<file path="src/rtl/mdo_ser_pkg.sv">
package mdo_ser_pkg;

    localparam int CHUNK_W = 6;
    localparam int CODE_W  = 2;
    localparam int RUN_W   = 64;

    typedef enum logic [CODE_W-1:0] {
        SEG_MORE = 2'b00,
        SEG_END  = 2'b01
    } seg_code_e;

    typedef struct packed {
        logic [CHUNK_W-1:0] chunk;
        seg_code_e          code;
    } mdo_byte_t;

    // Length of the run of bits equal to bitval, counted down from bit width-1.
    function automatic logic [6:0] top_run(input logic [RUN_W-1:0] val,
                                           input logic [6:0] width,
                                           input logic bitval);
        logic [6:0] n;
        logic       hit;
        n   = '0;
        hit = 1'b0;
        for (int i = RUN_W - 1; i >= 0; i--) begin
            if (i < int'(width) && !hit) begin
                if (val[i] == bitval) n = n + 7'd1;
                else                  hit = 1'b1;
            end
        end
        return n;
    endfunction

endpackage

</file>
<file path="src/rtl/mdo_len_calc.sv">
module mdo_len_calc
    import mdo_ser_pkg::*;
#(
    parameter int ADDR_W   = 64,
    parameter int NARROW_W = 32,
    parameter int CNT_W    = 4
) (
    input  logic              clk,
    input  logic              rst,
    input  logic [ADDR_W-2:0] field,
    input  logic              wide,
    input  logic              ext_en,
    output logic [CNT_W-1:0]  chunks
);
    localparam int FIELD_W       = ADDR_W - 1;
    localparam int NARROW_CHUNKS = (NARROW_W - 1 + CHUNK_W - 1) / CHUNK_W;

    logic [RUN_W-1:0] fpad;
    logic [6:0]       width;
    logic             top_bit;
    logic [6:0]       zeros_run;
    logic [6:0]       same_run;
    logic [6:0]       need_bits;
    logic [7:0]       want;
    logic [7:0]       cap;

    always_comb begin
        fpad      = RUN_W'(field);
        width     = wide ? 7'(FIELD_W) : 7'(NARROW_W - 1);
        top_bit   = fpad[6'(width - 7'd1)];
        zeros_run = top_run(fpad, width, 1'b0);
        same_run  = top_run(fpad, width, top_bit);
        need_bits = ext_en ? (width - same_run + 7'd1) : (width - zeros_run);
        if (need_bits == 7'd0) need_bits = 7'd1;
        want = (8'(need_bits) + 8'(CHUNK_W - 1)) / 8'(CHUNK_W);
        cap  = (8'(width) + 8'(CHUNK_W - 1)) / 8'(CHUNK_W);
        chunks = (want > cap) ? CNT_W'(cap) : CNT_W'(want);
    end

    AST_NARROW_BOUND: assert property (@(posedge clk) disable iff (rst)
        !wide |-> (chunks != '0 && 32'(chunks) <= NARROW_CHUNKS));

    AST_PLAIN_MINIMAL: assert property (@(posedge clk) disable iff (rst)
        (!ext_en && chunks > 1) |-> ((fpad >> (CHUNK_W * (32'(chunks) - 1))) != '0));

    AST_EXT_NO_LONGER: assert property (@(posedge clk) disable iff (rst)
        ext_en |-> (32'(chunks) <= (FIELD_W + CHUNK_W) / CHUNK_W));

endmodule

</file>
<file path="src/rtl/mdo_shifter.sv">
module mdo_shifter
    import mdo_ser_pkg::*;
#(
    parameter int MAX_CHUNKS = 11,
    parameter int CNT_W      = 4
) (
    input  logic                          clk,
    input  logic                          rst,
    input  logic                          load,
    input  logic [MAX_CHUNKS*CHUNK_W-1:0] load_bits,
    input  logic [CNT_W-1:0]              load_count,
    input  logic                          ready,
    output logic                          valid,
    output mdo_byte_t                     byte_o,
    output logic                          last
);
    localparam int SHIFT_W = MAX_CHUNKS * CHUNK_W;

    logic [SHIFT_W-1:0] sh_q;
    logic [CNT_W-1:0]   left_q;

    always_ff @(posedge clk) begin
        if (rst) begin
            sh_q   <= '0;
            left_q <= '0;
        end else if (left_q == '0) begin
            if (load) begin
                sh_q   <= load_bits;
                left_q <= load_count;
            end
        end else if (ready) begin
            sh_q   <= sh_q >> CHUNK_W;
            left_q <= left_q - CNT_W'(1);
        end
    end

    always_comb begin
        valid        = (left_q != '0);
        last         = (left_q == CNT_W'(1));
        byte_o.chunk = sh_q[CHUNK_W-1:0];
        byte_o.code  = last ? SEG_END : SEG_MORE;
    end

    AST_HOLD_STALL: assert property (@(posedge clk) disable iff (rst)
        (valid && !ready) |=> (valid && $stable(byte_o) && $stable(last)));

    AST_END_IDLE: assert property (@(posedge clk) disable iff (rst)
        (valid && ready && last) |=> !valid);

endmodule

</file>
<file path="src/rtl/mdo_addr_serializer.sv">
module mdo_addr_serializer
    import mdo_ser_pkg::*;
#(
    parameter int ADDR_W   = 64,
    parameter int NARROW_W = 32
) (
    input  logic              clk,
    input  logic              rst,
    input  logic              start,
    input  logic [ADDR_W-1:0] addr,
    input  logic              wide,
    input  logic              ext_en,
    input  logic              out_ready,
    output logic              out_valid,
    output logic [7:0]        out_data,
    output logic              out_last
);
    localparam int FIELD_W    = ADDR_W - 1;
    localparam int MAX_CHUNKS = (FIELD_W + CHUNK_W - 1) / CHUNK_W;
    localparam int SHIFT_W    = MAX_CHUNKS * CHUNK_W;
    localparam int CNT_W      = $clog2(MAX_CHUNKS + 1);

    logic [FIELD_W-1:0] field;
    logic [CNT_W-1:0]   chunks;
    mdo_byte_t          cur_byte;
    logic               unused_lsb;

    assign unused_lsb = addr[0];

    always_comb begin
        if (wide) field = addr[ADDR_W-1:1];
        else      field = FIELD_W'(addr[NARROW_W-1:1]);
    end

    mdo_len_calc #(
        .ADDR_W  (ADDR_W),
        .NARROW_W(NARROW_W),
        .CNT_W   (CNT_W)
    ) u_len (
        .clk   (clk),
        .rst   (rst),
        .field (field),
        .wide  (wide),
        .ext_en(ext_en),
        .chunks(chunks)
    );

    mdo_shifter #(
        .MAX_CHUNKS(MAX_CHUNKS),
        .CNT_W     (CNT_W)
    ) u_shift (
        .clk       (clk),
        .rst       (rst),
        .load      (start),
        .load_bits (SHIFT_W'(field)),
        .load_count(chunks),
        .ready     (out_ready),
        .valid     (out_valid),
        .byte_o    (cur_byte),
        .last      (out_last)
    );

    assign out_data = cur_byte;

    AST_START_TO_VALID: assert property (@(posedge clk) disable iff (rst)
        (start && !out_valid) |=> out_valid);

    AST_STREAM_ADVANCE: assert property (@(posedge clk) disable iff (rst)
        (out_valid && out_ready && !out_last) |=> out_valid);

    AST_LAST_CODE: assert property (@(posedge clk) disable iff (rst)
        out_valid |-> (out_data[1:0] == (out_last ? 2'b01 : 2'b00)));

endmodule

</file>
<file path="config.mk">
export PLATFORM = sky130hd
export DESIGN_NAME = mdo_addr_serializer
export DESIGN_NICKNAME = d
export VERILOG_FILES = /design/src/rtl/mdo_ser_pkg.sv /design/src/rtl/mdo_len_calc.sv /design/src/rtl/mdo_shifter.sv /design/src/rtl/mdo_addr_serializer.sv
export SDC_FILE = /design/constraint.sdc
export NUM_CORES = 1
export LEC_CHECK = 0
export ABC_AREA = 1
export BUFFER_PORTS_ARGS = -buffer_cell sky130_fd_sc_hd__buf_2
export CORE_UTILIZATION = 57
export DETAILED_ROUTE_END_ITERATION = 8
export PLACE_DENSITY = 0.77
export SLEW_MARGIN = 20
export SYNTH_ARGS = -nofsm -noshare
export SYNTH_HDL_FRONTEND = slang
export SYNTH_SLANG_ARGS = --single-unit
</file>
<file path="constraint.sdc">
create_clock -name clk -period 56.3 [get_ports clk]
set_input_delay 8.445 -clock clk [delete_from_list [all_inputs] [get_ports clk]]
set_output_delay 8.445 -clock clk [all_outputs]
set_load 0.03 [all_outputs]
</file>
======== After elaboration in Yosys (flattened, before gate mapping) ========
Cells that the tools add are included.
word-level totals
  flip-flop bits (word level) ............. 70
  input port bits ......................... 70
  output and inout bits ................... 10
  word-level logic and storage cells ...... 1042
operators by class
  $add $sub $neg .......................... 133
  divide/modulo/power cells ............... 2
  magnitude comparators ................... 66
  equal/unequal tests ..................... 65
  muxes and demuxes ....................... 519
  reduce and logical (&&, ||, !) cells .... 255
operator list
  cell                   number
  $mux W7                255
  $add A7 B1 Y7 const B  127
  $mux W1                254
  $lt A6 B7 Y1 const A   32
  $mux W66               3
  $logic_and A1 B1 Y1    125
  $logic_not A1 Y1       125
  $lt A5 B7 Y1 const A   16
  $eq A1 B1 Y1           63
  $mux W63               1
  $lt A4 B7 Y1 const A   8
  $lt A3 B7 Y1 const A   4
  $add A7 B3 Y8 const B  2
  $div A8 B3 Y8 const B  2
  $mux W4                4
  $lt A1 B7 Y1 const A   2
  $lt A2 B7 Y1 const A   2
  $sub A7 B7 Y7          2
  $gt A8 B8 Y1           1
  $logic_not A7 Y1       1
  $lt A6 B7 Y1 const B   1
  $bmux W1 S6            1
  $mux W6                1
  $sub A6 B1 Y6 const B  1
  other kinds (7)        7

======== Depth between registers and ports, before layout ========
  depth after elaboration ................. 206
  mapped depth ............................ 263
  mapped depth without buffers ............ 262

======== By module ========
A second synthesis with hierarchy kept.
second synthesis, totals
  cell total of the unflattened synthesis .. 5632
  area total of the unflattened synthesis .. 29173.0 sq um
by module, submodules not included
  module               instances  cells an instance  area each (sq um)
  mdo_len_calc         1          5022               25426.9
  mdo_shifter          1          542                3468.3
  mdo_addr_serializer  1          68                 277.8

======== Worst setup path after synthesis ========
Ideal clock, no wire load.
  path type ............................... input port to flip-flop
  start point ............................. in addr[63]
  end point ............................... reg u_shift.left_q[3]
  library setup time ...................... 117 ps
  arrival ................................. 41404 ps
  data required time ...................... 56183 ps
  setup slack ............................. 14779 ps
  cell stages on the path ................. 227
  path buffers ............................ 2
  path through ............................ buf_6 > inv_2 > nand2_2 > buf_2 > a21oi_1 > ha_1 > o31ai_1 > inv_1 > ha_1 > o21ai_1 > inv_2 > ha_1 > o21ai_1 > inv_1 > ha_1 > o21ai_0 > inv_1 > ha_1 > [191 not listed] > o21ai_1 > nand2_1 > o21ai_1 > nand2_1 > inv_1 > nor2_1 > nor2_1 > nand2_1 > nand2_1 > inv_1 > ha_1 > inv_1 > nor2_1 > nand3_1 > nand3_1 > nand2_1 > a21oi_1 > nor2_1
between the ends
  word-level cells in the longest chain between the ends .. 205
RTL lines
  element                                            line                                  source
  from (decl)                                        mdo_addr_serializer.sv:10             input logic [ADDR_W-1:0] addr,
  $mux W63 (*)                                       mdo_addr_serializer.sv:31             if (wide) field = addr[ADDR_W-1:1];
  $bmux W1 S6                                        mdo_len_calc.sv:30                    top_bit = fpad[6'(width - 7'd1)];
  $mux W1 (not written as such)                      mdo_len_calc.sv:30
  $mux W1                                            mdo_ser_pkg.sv:27                     if (val[i] == bitval) n = n + 7'd1;
  $mux W7 or $mux W1 (tied branches)                 mdo_ser_pkg.sv:26                     if (i < int'(width) && !hit) begin
  $add A7 B1 Y7 or $logic_not A1 Y1 (tied branches)  mdo_ser_pkg.sv:27, mdo_ser_pkg.sv:26
  $mux W7 or $logic_and A1 B1 Y1 (tied branches)     mdo_ser_pkg.sv:27, mdo_ser_pkg.sv:26
  $mux W7 or $mux W1 (tied branches)                 mdo_ser_pkg.sv:26
  [189 not listed]                                   --
  $logic_not A7 Y1                                   mdo_len_calc.sv:34                    if (need_bits == 7'd0) need_bits = 7'd1;
  $mux W7 (*)                                        mdo_len_calc.sv:34
  $add A7 B3 Y8 (*)                                  mdo_len_calc.sv:35                    want = (8'(need_bits) + 8'(CHUNK_W - 1)) / 8'(CHUNK_W);
  $div A8 B3 Y8 (*)                                  mdo_len_calc.sv:35
  $gt A8 B8 Y1                                       mdo_len_calc.sv:37                    chunks = (want > cap) ? CNT_W'(cap) : CNT_W'(want);
  $mux W4 (*)                                        mdo_len_calc.sv:37
  $mux W4 (*)                                        mdo_shifter.sv:27                     if (load) begin
  $mux W4 (*)                                        mdo_shifter.sv:26                     end else if (left_q == '0) begin
  to (signal assigned)                               mdo_shifter.sv:29                     left_q <= load_count;
  to (signal assigned)                               mdo_shifter.sv:33                     left_q <= left_q - CNT_W'(1);
  to (decl)                                          mdo_shifter.sv:20                     logic [CNT_W-1:0] left_q;
Mark *: on every way between the ends. The rest lies on a longest branch, timed or not. The select of a mux whose other input is x is not followed.
A chain may end at the register's enable or synchronous reset.

======== Final worst setup path ========
  start point ............................. in wide
  end point ............................... reg u_shift.left_q[0]
between the ends
  word-level cells in the longest chain between the ends .. 206
RTL lines
  element                                            line                                  source
  from (decl)                                        mdo_addr_serializer.sv:11             input logic wide,
  $mux W6                                            mdo_len_calc.sv:29                    width = wide ? 7'(FIELD_W) : 7'(NARROW_W - 1);
  $sub A6 B1 Y6                                      mdo_len_calc.sv:30
  $bmux W1 S6                                        mdo_len_calc.sv:30
  $mux W1 (not written as such)                      mdo_len_calc.sv:30
  $mux W1                                            mdo_ser_pkg.sv:27
  $mux W7 or $mux W1 (tied branches)                 mdo_ser_pkg.sv:26
  $add A7 B1 Y7 or $logic_not A1 Y1 (tied branches)  mdo_ser_pkg.sv:27, mdo_ser_pkg.sv:26
  $mux W7 or $logic_and A1 B1 Y1 (tied branches)     mdo_ser_pkg.sv:27, mdo_ser_pkg.sv:26
  [190 not listed]                                   --
  $logic_not A7 Y1                                   mdo_len_calc.sv:34
  $mux W7                                            mdo_len_calc.sv:34
  $add A7 B3 Y8                                      mdo_len_calc.sv:35
  $div A8 B3 Y8                                      mdo_len_calc.sv:35
  $gt A8 B8 Y1                                       mdo_len_calc.sv:37
  $mux W4 (*)                                        mdo_len_calc.sv:37
  $mux W4 (*)                                        mdo_shifter.sv:27
  $mux W4 (*)                                        mdo_shifter.sv:26
Marks and branches as above.

==> metrics.yaml <==
post-cts-setup-buffers: 0
synth.yosys.seq_area_share_pct: 6.04
fillers: 3964
synth_cells: 4053
final_hold_fails: 0
clock_skew_ps: 7.70
hold_path.startpoint: "u_shift.sh_q[58]"
grt_remaining_overflow: 0
maxSlewViolCount: 0
die_x_um: 199
drt-wirelength-per-cell_um: 10.4
number_of_distinct_library_cells_after_synthesis: 73
cts_max_path_buffers: 2
share_of_synthesized_cell_area_in_and_or_nand_and_nor_gates_pct: 58.0
max_slew_margin_pct: 32.5
cts.root.buffer_cell: "clkbuf_16"
critical-path-slowest-cell: "buf_4"
final_period_minus_worst_setup_slack_ps: 44830
h-tree-depth: 3
die_y_um: 199
cp_num_buf_inv: 37
async_reset_ff_share_pct: 0
tightest_slew_ps: 1010
path_delay_family: "adder cells"
cts_inserted_buffers: 9
critPathMostFrequentCell: "ha_1"
core_area_sq_um: 38000
gr-max-usage-layer: "met2"
drt-total-wl_um: 47700
grtUsageMet1_pct: 32.9
n_antenna_cell: 0
cts.repair.resized: 0
initial_core_util_pct: 58.5
r2r_start: "u_shift.left_q[0]"
clock_latency_ps: 340
drt_iter0_drc: 959
placement_rows: 71
portion_of_the_clock_cycle_consumed_by_the_worst_path_in_the_final_layout_pct: 79.6
synthesis.area_sq_um: 22200
syn_nets: 4253
worst_setup_path_start_kind: "input port"
io_buffer_count: 77
flow.area_growth_from_synthesis_pct: 4.54
grt_pass1_vias: 19600
grt_max_degree: 123
power_density_nw_per_um2: 16.4
cap_viol_max_count: 0
final_nets: 4292
cp_data_required_time_ps: 56500
fmaxAchievable_ghz: 0.0223
grt.met3_usage_pct: 1.50
top_level_ports: 80
pre_cts_ws_ps: 11190
synth_largest_area_cell: "nand2_1"
grt_first_pass_wirelength_um: 83200
outcome: "completed"
synth.yosys.warnings: 0
synth.area.mux_share_pct: 0.0450
crit_type: "input port to register"
timing.hold.ws_ps: 466
drc: 0
leakage_nw: 12.7
critical_path_arrival_ps: 45030
min-delay-path-class: "register to register"
finalWeightedCongestion: 0.882
synth_compound_area_share_pct: 8.35
fraction_of_post_synthesis_cell_area_in_the_top_cell_type_by_area_pct: 17.1
cts-hold-fix-buffers: 0
viasPerCell: 4.95
cp-end-kind: "register"
tritoncts: "yes"
global_route.usage.met2_pct: 43.1
vdd_drop_max_mv: 0.0214
synth_top_family_by_area: "simple AND/OR/NAND/NOR gates"
crit_fanout: 61
synth_edf_count: 0
setup_viol: 0
final_util_pct: 61.1
drive_gt1_share_pct: 18.4
synthAdderAreaFrac_pct: 7.32
die_area_sq_um: 39800
num_vias: 22800
slowest_delay_ps: 630
worst_slack_ps: 11470
setup-tns-final_ps: 0
synthXorXnorAreaFrac_pct: 3.51
route.antenna.remaining_nets: 0
synth.top_cells.by_area: "nand2_1 17%, inv_1 14%, nand2_2 7.7%"
synthesis.area_per_instance_sq_um: 5.48
tritoncts_num_sinks: 67
cts.clk_slew.worst_paths_ps: 60
first_pass_iters: 5
number_of_antenna_violations_at_the_first_check_in_global_routing: 0
detailedPlacementHpwl_um: 40000
crit_path_from: "wide"
grt_usage_pct: 24.4
placement.cell_area_sq_um: 22900
rsz_0062_raised_after_global_routing: "no"
postSynthRegisterBits: 67
ys_flop_type: "dfxtp_1"
design_area_sq_um: 23200
stage by stage:
step	cells	power, mW
finish	4607	0.381
global route	4607	0.423
CTS	4607	0.381
detailed placement	4592	0.323
global placement	4592	0.319
floorplan	4053	0.280
final cells by class:
type,instances,area (sq um),area share [%]
Clock inverter,6,67.6,0.291
Tap cell,511,639,2.75
Multi-Input combinational cell,3042,17200,73.9
Sequential cell,67,1340,5.77
Clock buffer,9,225,0.969
Timing Repair Buffer,84,438,1.88
Inverter,888,3350,14.4
sequential cells by signal, indices dropped and copies added (netlist names):
name,cells
u_shift.sh_q,63
u_shift.left_q,4
worst paths after layout:
check | end | slack [ps] | cells past startpoint
setup / recovery | u_shift.left_q[0] | 11470 | 226
hold / removal | u_shift.sh_q[58] | 470 | 2
hold reg to reg | u_shift.sh_q[58] | 470 | 2
setup reg to reg | u_shift.left_q[2] | 52930 | 12
cell usage after synthesis (all sizes together) (22+ instances only):
cell type	number
ha	130
xnor2	22
nand4	63
inv	874
clkbuf	38
a21oi	49
nand2	1334
nand3	491
nor2	485
a31oi	57
nor3	44
dfxtp	67
xor2	61
o21ai	167
nand3b	56
logic make-up after synthesis:
group | Yosys count
multiplexers | 1
flip-flops | 67
other | 1
buffers and inverters | 944
AND/OR/NAND/NOR | 2507
adder cells (fa/ha/maj) | 130
XOR/XNOR | 83
AO/OA/AOI/OAI | 320
tightest hold or removal path, delay by kind of cell (launching register included):
kind | cells | cell delay (ps)
flip-flops | 1 | 310
AO/OA/AOI/OAI | 1 | 50
AND/OR/NAND/NOR | 1 | 60
layer usage:
layer / routed length, um / share of wire (%) / vias to the layer above
li1: - / - / 12700
met1: 24000 / 50 / 9843
met2: 21700 / 45 / 241
met3: 1600 / 3.3 / 21
met4: 410 / 0.86 / 0
met5: 0 / 0 / -
where the power goes:
part | total, mW | switching (mW) | leakage, nW | internal (mW)
Clock | 0.0563 | 0.0222 | 0.137 | 0.0341
Combinational | 0.245 | 0.168 | 12.0 | 0.0777
Sequential | 0.0788 | 0.0111 | 0.553 | 0.0677
placed cells by master, fill, tap and decap left out, types with 4 or more instances in the layout:
cell,instances
clkbuf_16,9
inv_1,820
nand2_4,45
or2_2,14
inv_2,52
o21ai_1,49
o21a_1,15
xor2_1,57
nand3_4,16
nor4_1,5
xnor2_1,19
nor3_1,41
dfxtp_1,67
buf_4,7
nor2_1,427
a31oi_1,57
a21oi_1,45
nand2_1,1013
nor2_2,47
nand3_1,332
nand2_2,274
nand4_1,60
nor2_4,9
o21ai_0,115
xor2_2,4
nand3b_1,38
clkinv_1,10
nand3b_4,7
buf_2,77
ha_1,130
nand3b_2,11
and3_1,5
o211ai_1,9
nand3_2,143
Note: power is estimated with default switching activity, not from simulation.
